<file path="config.mk">
export PLATFORM = sky130hd
export DESIGN_NAME = rtc_regport
export DESIGN_NICKNAME = d
export VERILOG_FILES = /design/src/rtl/rtc_regport_pkg.sv /design/src/rtl/rtc_port_ctrl.sv /design/src/rtl/rtc_port_dp.sv /design/src/rtl/rtc_regport.sv
export SDC_FILE = /design/constraint.sdc
export NUM_CORES = 1
export LEC_CHECK = 0
export BUFFER_PORTS_ARGS = -buffer_cell sky130_fd_sc_hd__buf_2
export CORE_ASPECT_RATIO = 1.1
export CORE_MARGIN = 3
export CORE_UTILIZATION = 56
export CTS_CLUSTER_SIZE = 8
export DETAILED_ROUTE_END_ITERATION = 10
export PLACE_DENSITY = 0.72
export SLEW_MARGIN = 25
export SYNTH_ARGS = -nofsm -noshare
export SYNTH_HDL_FRONTEND = slang
export SYNTH_SLANG_ARGS = --single-unit
</file>
<file path="constraint.sdc">
create_clock -name clk -period 3.9 [get_ports clk]
set_clock_uncertainty 0.2 [all_clocks]
set_input_delay 0.585 -clock clk [delete_from_list [all_inputs] [get_ports clk]]
set_output_delay 0.585 -clock clk [all_outputs]
set_load 0.01 [all_outputs]
</file>
<file path="src/rtl/rtc_regport_pkg.sv">
package rtc_regport_pkg;
  localparam int IDX_W  = 7;
  localparam int DATA_W = 8;
  localparam int DEPTH  = 1 << IDX_W;

  localparam logic [IDX_W-1:0] IDX_A = 7'h0A;
  localparam logic [IDX_W-1:0] IDX_B = 7'h0B;
  localparam logic [IDX_W-1:0] IDX_C = 7'h0C;
  localparam logic [IDX_W-1:0] IDX_D = 7'h0D;

  localparam logic [DATA_W-1:0] RST_A = 8'h26;
  localparam logic [DATA_W-1:0] RST_B = 8'h02;
  localparam logic [DATA_W-1:0] VAL_D = 8'h80;

  localparam int NUM_FLAGS = 3;
  localparam int FLAG_LSB  = 4;

  typedef enum logic [2:0] {
    SEL_MEM,
    SEL_A,
    SEL_B,
    SEL_C,
    SEL_D
  } regSel_e;

  typedef struct packed {
    logic              rdIdxPort;
    logic              rdData;
    logic              wrA;
    logic              wrB;
    logic              wrMem;
    logic              rdC;
    regSel_e           sel;
    logic [IDX_W-1:0]  memAddr;
  } portStrobe_t;
endpackage

</file>
<file path="src/rtl/rtc_port_ctrl.sv">
module rtc_port_ctrl
  import rtc_regport_pkg::*;
#(
  parameter logic [IDX_W-1:0] CENT_IDX     = 7'h32,
  parameter logic [IDX_W-1:0] ALT_CENT_IDX = 7'h37
) (
  input  logic             clk,
  input  logic             rstN,
  input  logic             busSel,
  input  logic             busWr,
  input  logic             busAddr,
  input  logic [IDX_W-1:0] busWidx,
  output portStrobe_t      strobe,
  output logic [IDX_W-1:0] curIndex
);
  logic [IDX_W-1:0] indexReg;
  logic [IDX_W-1:0] effIdx;
  logic             dataAcc;
  logic             isAlias;

  assign isAlias = (indexReg == ALT_CENT_IDX);
  assign effIdx  = isAlias ? CENT_IDX : indexReg;
  assign dataAcc = busSel && busAddr;

  always_ff @(posedge clk) begin
    if (!rstN) begin
      indexReg <= '0;
    end else if (busSel && busWr && !busAddr) begin
      indexReg <= busWidx;
    end else if (dataAcc && isAlias) begin
      indexReg <= CENT_IDX;
    end
  end

  always_comb begin
    strobe           = '0;
    strobe.memAddr   = effIdx;
    strobe.rdIdxPort = busSel && !busWr && !busAddr;
    strobe.rdData    = dataAcc && !busWr;
    unique case (effIdx)
      IDX_A:   strobe.sel = SEL_A;
      IDX_B:   strobe.sel = SEL_B;
      IDX_C:   strobe.sel = SEL_C;
      IDX_D:   strobe.sel = SEL_D;
      default: strobe.sel = SEL_MEM;
    endcase
    strobe.wrA   = dataAcc && busWr && (strobe.sel == SEL_A);
    strobe.wrB   = dataAcc && busWr && (strobe.sel == SEL_B);
    strobe.wrMem = dataAcc && busWr && (strobe.sel == SEL_MEM);
    strobe.rdC   = strobe.rdData && (strobe.sel == SEL_C);
  end

  assign curIndex = indexReg;
endmodule

</file>
<file path="src/rtl/rtc_port_dp.sv">
module rtc_port_dp
  import rtc_regport_pkg::*;
(
  input  logic              clk,
  input  logic              rstN,
  input  portStrobe_t       strobe,
  input  logic [DATA_W-1:0] busWdata,
  input  logic [NUM_FLAGS-1:0] flagHits,
  input  logic              uipWindow,
  output logic [DATA_W-1:0] busRdata,
  output logic              irqOut,
  output logic [DATA_W-2:0] ctrlA,
  output logic [DATA_W-1:0] ctrlB,
  output logic [DATA_W-1:0] regCView,
  output logic              uipNow
);
  localparam logic [DATA_W-1:0] FREEZE_BIT = 8'h80;
  localparam logic [DATA_W-1:0] UEN_MASK   = 8'h10;
  localparam logic [2:0]        MAX_RUN_DIV = 3'd2;

  logic [DATA_W-1:0] mem [0:DEPTH-1];
  logic [DATA_W-2:0] aLow, aNext;
  logic [DATA_W-1:0] bReg, bNext;
  logic [NUM_FLAGS-1:0] flags, flagsNext;
  logic              irqFlag, irqNext;
  logic              uipBit, uipNext;
  logic [DATA_W-1:0] regRead;

  always_ff @(posedge clk) begin
    if (strobe.wrMem) begin
      mem[strobe.memAddr] <= busWdata;
    end
  end

  always_comb begin
    aNext = strobe.wrA ? busWdata[DATA_W-2:0] : aLow;
    bNext = bReg;
    if (strobe.wrB) begin
      bNext = (busWdata & FREEZE_BIT) != '0 ? (busWdata & ~UEN_MASK) : busWdata;
    end
  end

  for (genvar g = 0; g < NUM_FLAGS; g++) begin : g_flag
    always_comb begin
      flagsNext[g] = (flags[g] && !strobe.rdC) || flagHits[g];
    end
  end

  always_comb begin
    irqNext = |(flagsNext & bNext[FLAG_LSB +: NUM_FLAGS]);
    uipNext = uipWindow && (bNext[DATA_W-1] == 1'b0) &&
              (aNext[DATA_W-2 -: 3] <= MAX_RUN_DIV);
  end

  always_ff @(posedge clk) begin
    if (!rstN) begin
      aLow    <= RST_A[DATA_W-2:0];
      bReg    <= RST_B;
      flags   <= '0;
      irqFlag <= 1'b0;
      uipBit  <= 1'b0;
    end else begin
      aLow    <= aNext;
      bReg    <= bNext;
      flags   <= flagsNext;
      irqFlag <= irqNext;
      uipBit  <= uipNext;
    end
  end

  assign regCView = {irqFlag, flags, {FLAG_LSB{1'b0}}};

  always_comb begin
    unique case (strobe.sel)
      SEL_A:   regRead = {uipBit, aLow};
      SEL_B:   regRead = bReg;
      SEL_C:   regRead = regCView;
      SEL_D:   regRead = VAL_D;
      default: regRead = mem[strobe.memAddr];
    endcase
    if (strobe.rdIdxPort) begin
      busRdata = '1;
    end else if (strobe.rdData) begin
      busRdata = regRead;
    end else begin
      busRdata = '0;
    end
  end

  assign irqOut = irqFlag;
  assign ctrlA  = aLow;
  assign ctrlB  = bReg;
  assign uipNow = uipBit;
endmodule

</file>
<file path="src/rtl/rtc_regport.sv">
module rtc_regport
  import rtc_regport_pkg::*;
#(
  parameter logic [IDX_W-1:0] CENT_IDX     = 7'h32,
  parameter logic [IDX_W-1:0] ALT_CENT_IDX = 7'h37
) (
  input  logic              clk,
  input  logic              rstN,
  input  logic              busSel,
  input  logic              busWr,
  input  logic              busAddr,
  input  logic [DATA_W-1:0] busWdata,
  output logic [DATA_W-1:0] busRdata,
  input  logic              periodicHit,
  input  logic              alarmHit,
  input  logic              updateHit,
  input  logic              uipWindow,
  output logic              irqOut,
  output logic [DATA_W-2:0] ctrlA,
  output logic [DATA_W-1:0] ctrlB
);
  portStrobe_t      strobe;
  logic [IDX_W-1:0] curIndex;
  logic [DATA_W-1:0] regCView;
  logic             uipNow;

  rtc_port_ctrl #(
    .CENT_IDX    (CENT_IDX),
    .ALT_CENT_IDX(ALT_CENT_IDX)
  ) u_ctrl (
    .clk     (clk),
    .rstN    (rstN),
    .busSel  (busSel),
    .busWr   (busWr),
    .busAddr (busAddr),
    .busWidx (busWdata[IDX_W-1:0]),
    .strobe  (strobe),
    .curIndex(curIndex)
  );

  rtc_port_dp u_dp (
    .clk      (clk),
    .rstN     (rstN),
    .strobe   (strobe),
    .busWdata (busWdata),
    .flagHits ({periodicHit, alarmHit, updateHit}),
    .uipWindow(uipWindow),
    .busRdata (busRdata),
    .irqOut   (irqOut),
    .ctrlA    (ctrlA),
    .ctrlB    (ctrlB),
    .regCView (regCView),
    .uipNow   (uipNow)
  );
endmodule

</file>
==> out/qor.txt <==
Failing checks = negative setup slack
Nets = 3,032
Routed length on met3 = 17.9 mm
Leakage power = 16.3 nW
Average vias per placed instance = 7.16
Setup TNS = -3.18 ns
Final setup vio count = 8
Post-placement worst setup slack = -0.194 ns
Worst-path clk slew = 0.06 ns
Syn Area/Cell = 15.4 um^2
H-tree levels = 4
CTS tree = done
GPL Wtd Cong = 0.947
Area Overhead vs Synth = 21.7%
Largest net degree at the start of global routing = 95
Final min period = 4.38 ns
DRT iter0 DRCs = 4,834
Ys async rst share = 0%
Top Layer Used = met5
Post-route ant nets = 0
Site row count = 104
Crit path DAT = 3.59 ns
Worst hold slack = 0.0886 ns
Vias in the first global route = 28,200
DR WL/cell = 33.2 um
Worst-path cell chain = and2_1 -> a21oi_4 -> buf_4 -> buf_6 -> a21oi_1 -> o221a_4 -> o211ai_1 -> o311ai_2 -> a31o_2 -> buf_6
Core ar. = 0.0734 mm^2
Clock Tree Buf Depth = 3
Seq cells post-synth = 1,051
Number of enable flip-flop cells after synthesis = 1,024
IO Pins = 41
Sink Count = 1,051
Die area = 0.0776 mm^2
WL final = 133 mm
Worst R2R Path Depth = 8
Drt pass-1 iters = 6
Number of port buffers = 40
Worst hold stages = 2
Worst-Margin Slew = 1.09 ns
Main flop type after synthesis = edfxtp_1
Synth cell types = 86
CP startpoint kind = flop
Max Fclk = 229 MHz
Crit path capture type = primary output
Synth warn = 0
Layout cell share with drive strength beyond 1 = 24.2%
Setup CP Type = flop to primary output
Worst Path Required = 3.12 ns
Clock root cell = clkbuf_16
RSZ-0062 raised after global routing = yes
Hold Path Class = input port to flop
Met1 Wirelength = 46.1 mm
Clock Latency Late Sink = 0.73 ns
Maximum vdd drop = 0.452 mV
Crit path setup slack, layout = -0.476 ns
Final Hold Fails = 0
Cell mode on critical path = buf_6
DIE WIDTH = 266 um
Cells after Synth = 2,698
Worst-path fanout max = 15
First-pass GRT wire length = 191 mm
Initial antenna violation count = 4
Delay of the slowest critical-path stage = 0.54 ns
Total GRT Usage = 34.0%
DRC = 0
Pwr/cell area = 503 mW/mm^2
Remaining global-route overflow = 0
Area after DPL = 0.0447 mm^2
Sequential area share after synthesis = 75.2%
Slowest stage cell, crit path = o211ai_1
Mapped cell area = 0.0416 mm^2
Pins Over Slew Limit = 0
Relative slew margins = 27.6%
Die height = 292 um
Initial Util = 56.7%
Num CTS Buffers = 149
Commonest non-fill, non-tap cell in the layout = edfxtp_1
Met2 Routed Length = 60.6 mm
MaxCap Viol Count = 0
Via count = 28,700
Cell area after layout = 0.0507 mm^2
Detail Placement HPWL = 79.3 mm
Outcome = finished with violations
Most frequent cells in the layout = edfxtp_1, nor2_1, buf_4
Period utilization = 112%
state kept, by name (all words and copies together), names as in the netlist:
signal and flops:
u_dp.flags 3, u_dp.ctrlA 7, u_dp.uipNow 1, u_dp.irqOut 1, u_dp.ctrlB 8, u_dp.mem 1024
u_ctrl.curIndex 7
worst max-delay path: cells and delay by family (launching register included):
kind	cells	cell delay [ns]
AOI/OAI and AO/OA	6	1.57
DFF	1	0.43
buffers and inverters	3	0.60
and+or+nand+nor	1	0.24
kinds of logic (layout without fill, tap and decap cells):
| family | after synthesis | after routing | share of synthesized area, % |
|---|---|---|---|
| AO/OA/AOI/OAI | 761 | 761 | 13.2 |
| buffers and inverters | 217 | 536 | 2.50 |
| flip-flops | 1051 | 1051 | 75.2 |
| multiplexers | 112 | 112 | 3.06 |
| other | 1 | 42 | 0.00901 |
| AND/OR/NAND/NOR | 556 | 556 | 6.07 |
area by class of cell:
| class | instances | area (um^2) |
|---|---|---|
| sequential | 1051 | 31300 |
| fill | 4743 | 22700 |
| multi-input combinational | 1469 | 10600 |
| clock buffer | 178 | 3880 |
| timing repair buffer | 332 | 3390 |
| tap | 954 | 1190 |
| clock inverter | 14 | 256 |
| inverter | 12 | 45.0 |
| antenna | 2 | 5.00 |
metrics by stage:
stage	util (%)	std cells	power, W
finish	69.0	4012	0.0255
global route	69.0	4010	0.0260
CTS	68.4	4002	0.0254
detailed placement	60.9	3782	0.0138
global placement	60.8	3782	0.0138
floorplan	-	2737	0.0131
what timing repair did:
action | CTS | global route
hold buffers | 4 | 0
gates cloned | 10 | 1
setup endpoints to repair | 8 | 8
hold endpoints to repair | 4 | 0
buffers inserted | 16 | 7
gates resized for setup | 208 | 78
pin swaps | 50 | 30
worst paths after layout:
| check | from | slack, ns | to |
|---|---|---|---|
| hold reg to reg | u_dp.ctrlA[0]$_SDFFE_PN0N_ | 0.30 | u_dp.ctrlA[0]$_SDFFE_PN0N_ |
| hold / removal | rstN | 0.09 | u_dp.ctrlA[2]$_SDFFE_PN1N_ |
| setup / recovery | u_ctrl.curIndex[1]$_SDFFE_PN0P_ | -0.48 | busRdata[5] |
| setup reg to reg | u_ctrl.curIndex[6]$_SDFFE_PN0P_ | 0.58 | u_dp.mem[76][6]$_DFFE_PP_ |
report_power, final:
group | switching (W) | internal (W)
sequential | 0.0000210 | 0.0125
clock | 0.00463 | 0.00700
combinational | 0.000909 | 0.000454
total | 0.00555 | 0.0199
layer usage:
layer	track usage, %	vias up
met4	19.6	4
met1	45.2	14100
met5	0	-
met2	50.9	2545
li1	-	11500
met3	9.29	566
synth_stat cells (5+ instances only):
cell	count	area, um^2
a2bb2oi_1	8	70.1
nand2b_1	5	31.3
nor2b_1	44	275
nor2_1	262	983
nand2_1	93	349
o32ai_1	9	78.8
mux2_2	42	473
buf_1	8	30.0
clkbuf_1	78	293
o31ai_1	7	52.6
o22ai_1	145	907
a2111oi_0	52	455
a22oi_1	10	75.1
or3_1	7	43.8
dfxtp_1	27	541
buf_6	5	56.3
a221oi_1	98	858
a21o_1	18	135
o22a_1	6	52.6
mux2i_1	62	621
nor3_1	83	415
mux4_2	8	180
o21ai_0	112	561
a31oi_1	7	43.8
a211oi_1	48	360
a21boi_0	16	120
o221a_2	18	203
a211o_1	13	114
buf_2	96	480
and2_1	7	43.8
nand3_1	17	85.1
o311ai_0	10	87.6
o221ai_1	24	210
a21oi_1	91	455
a221o_1	8	80.1
buf_4	18	135
o32a_1	5	50.1
o211ai_1	7	52.6
and3_1	8	50.1
inv_1	9	33.8
edfxtp_1	1024	30700
o2111ai_1	10	87.6
Power figures use the tool's default switching activity.
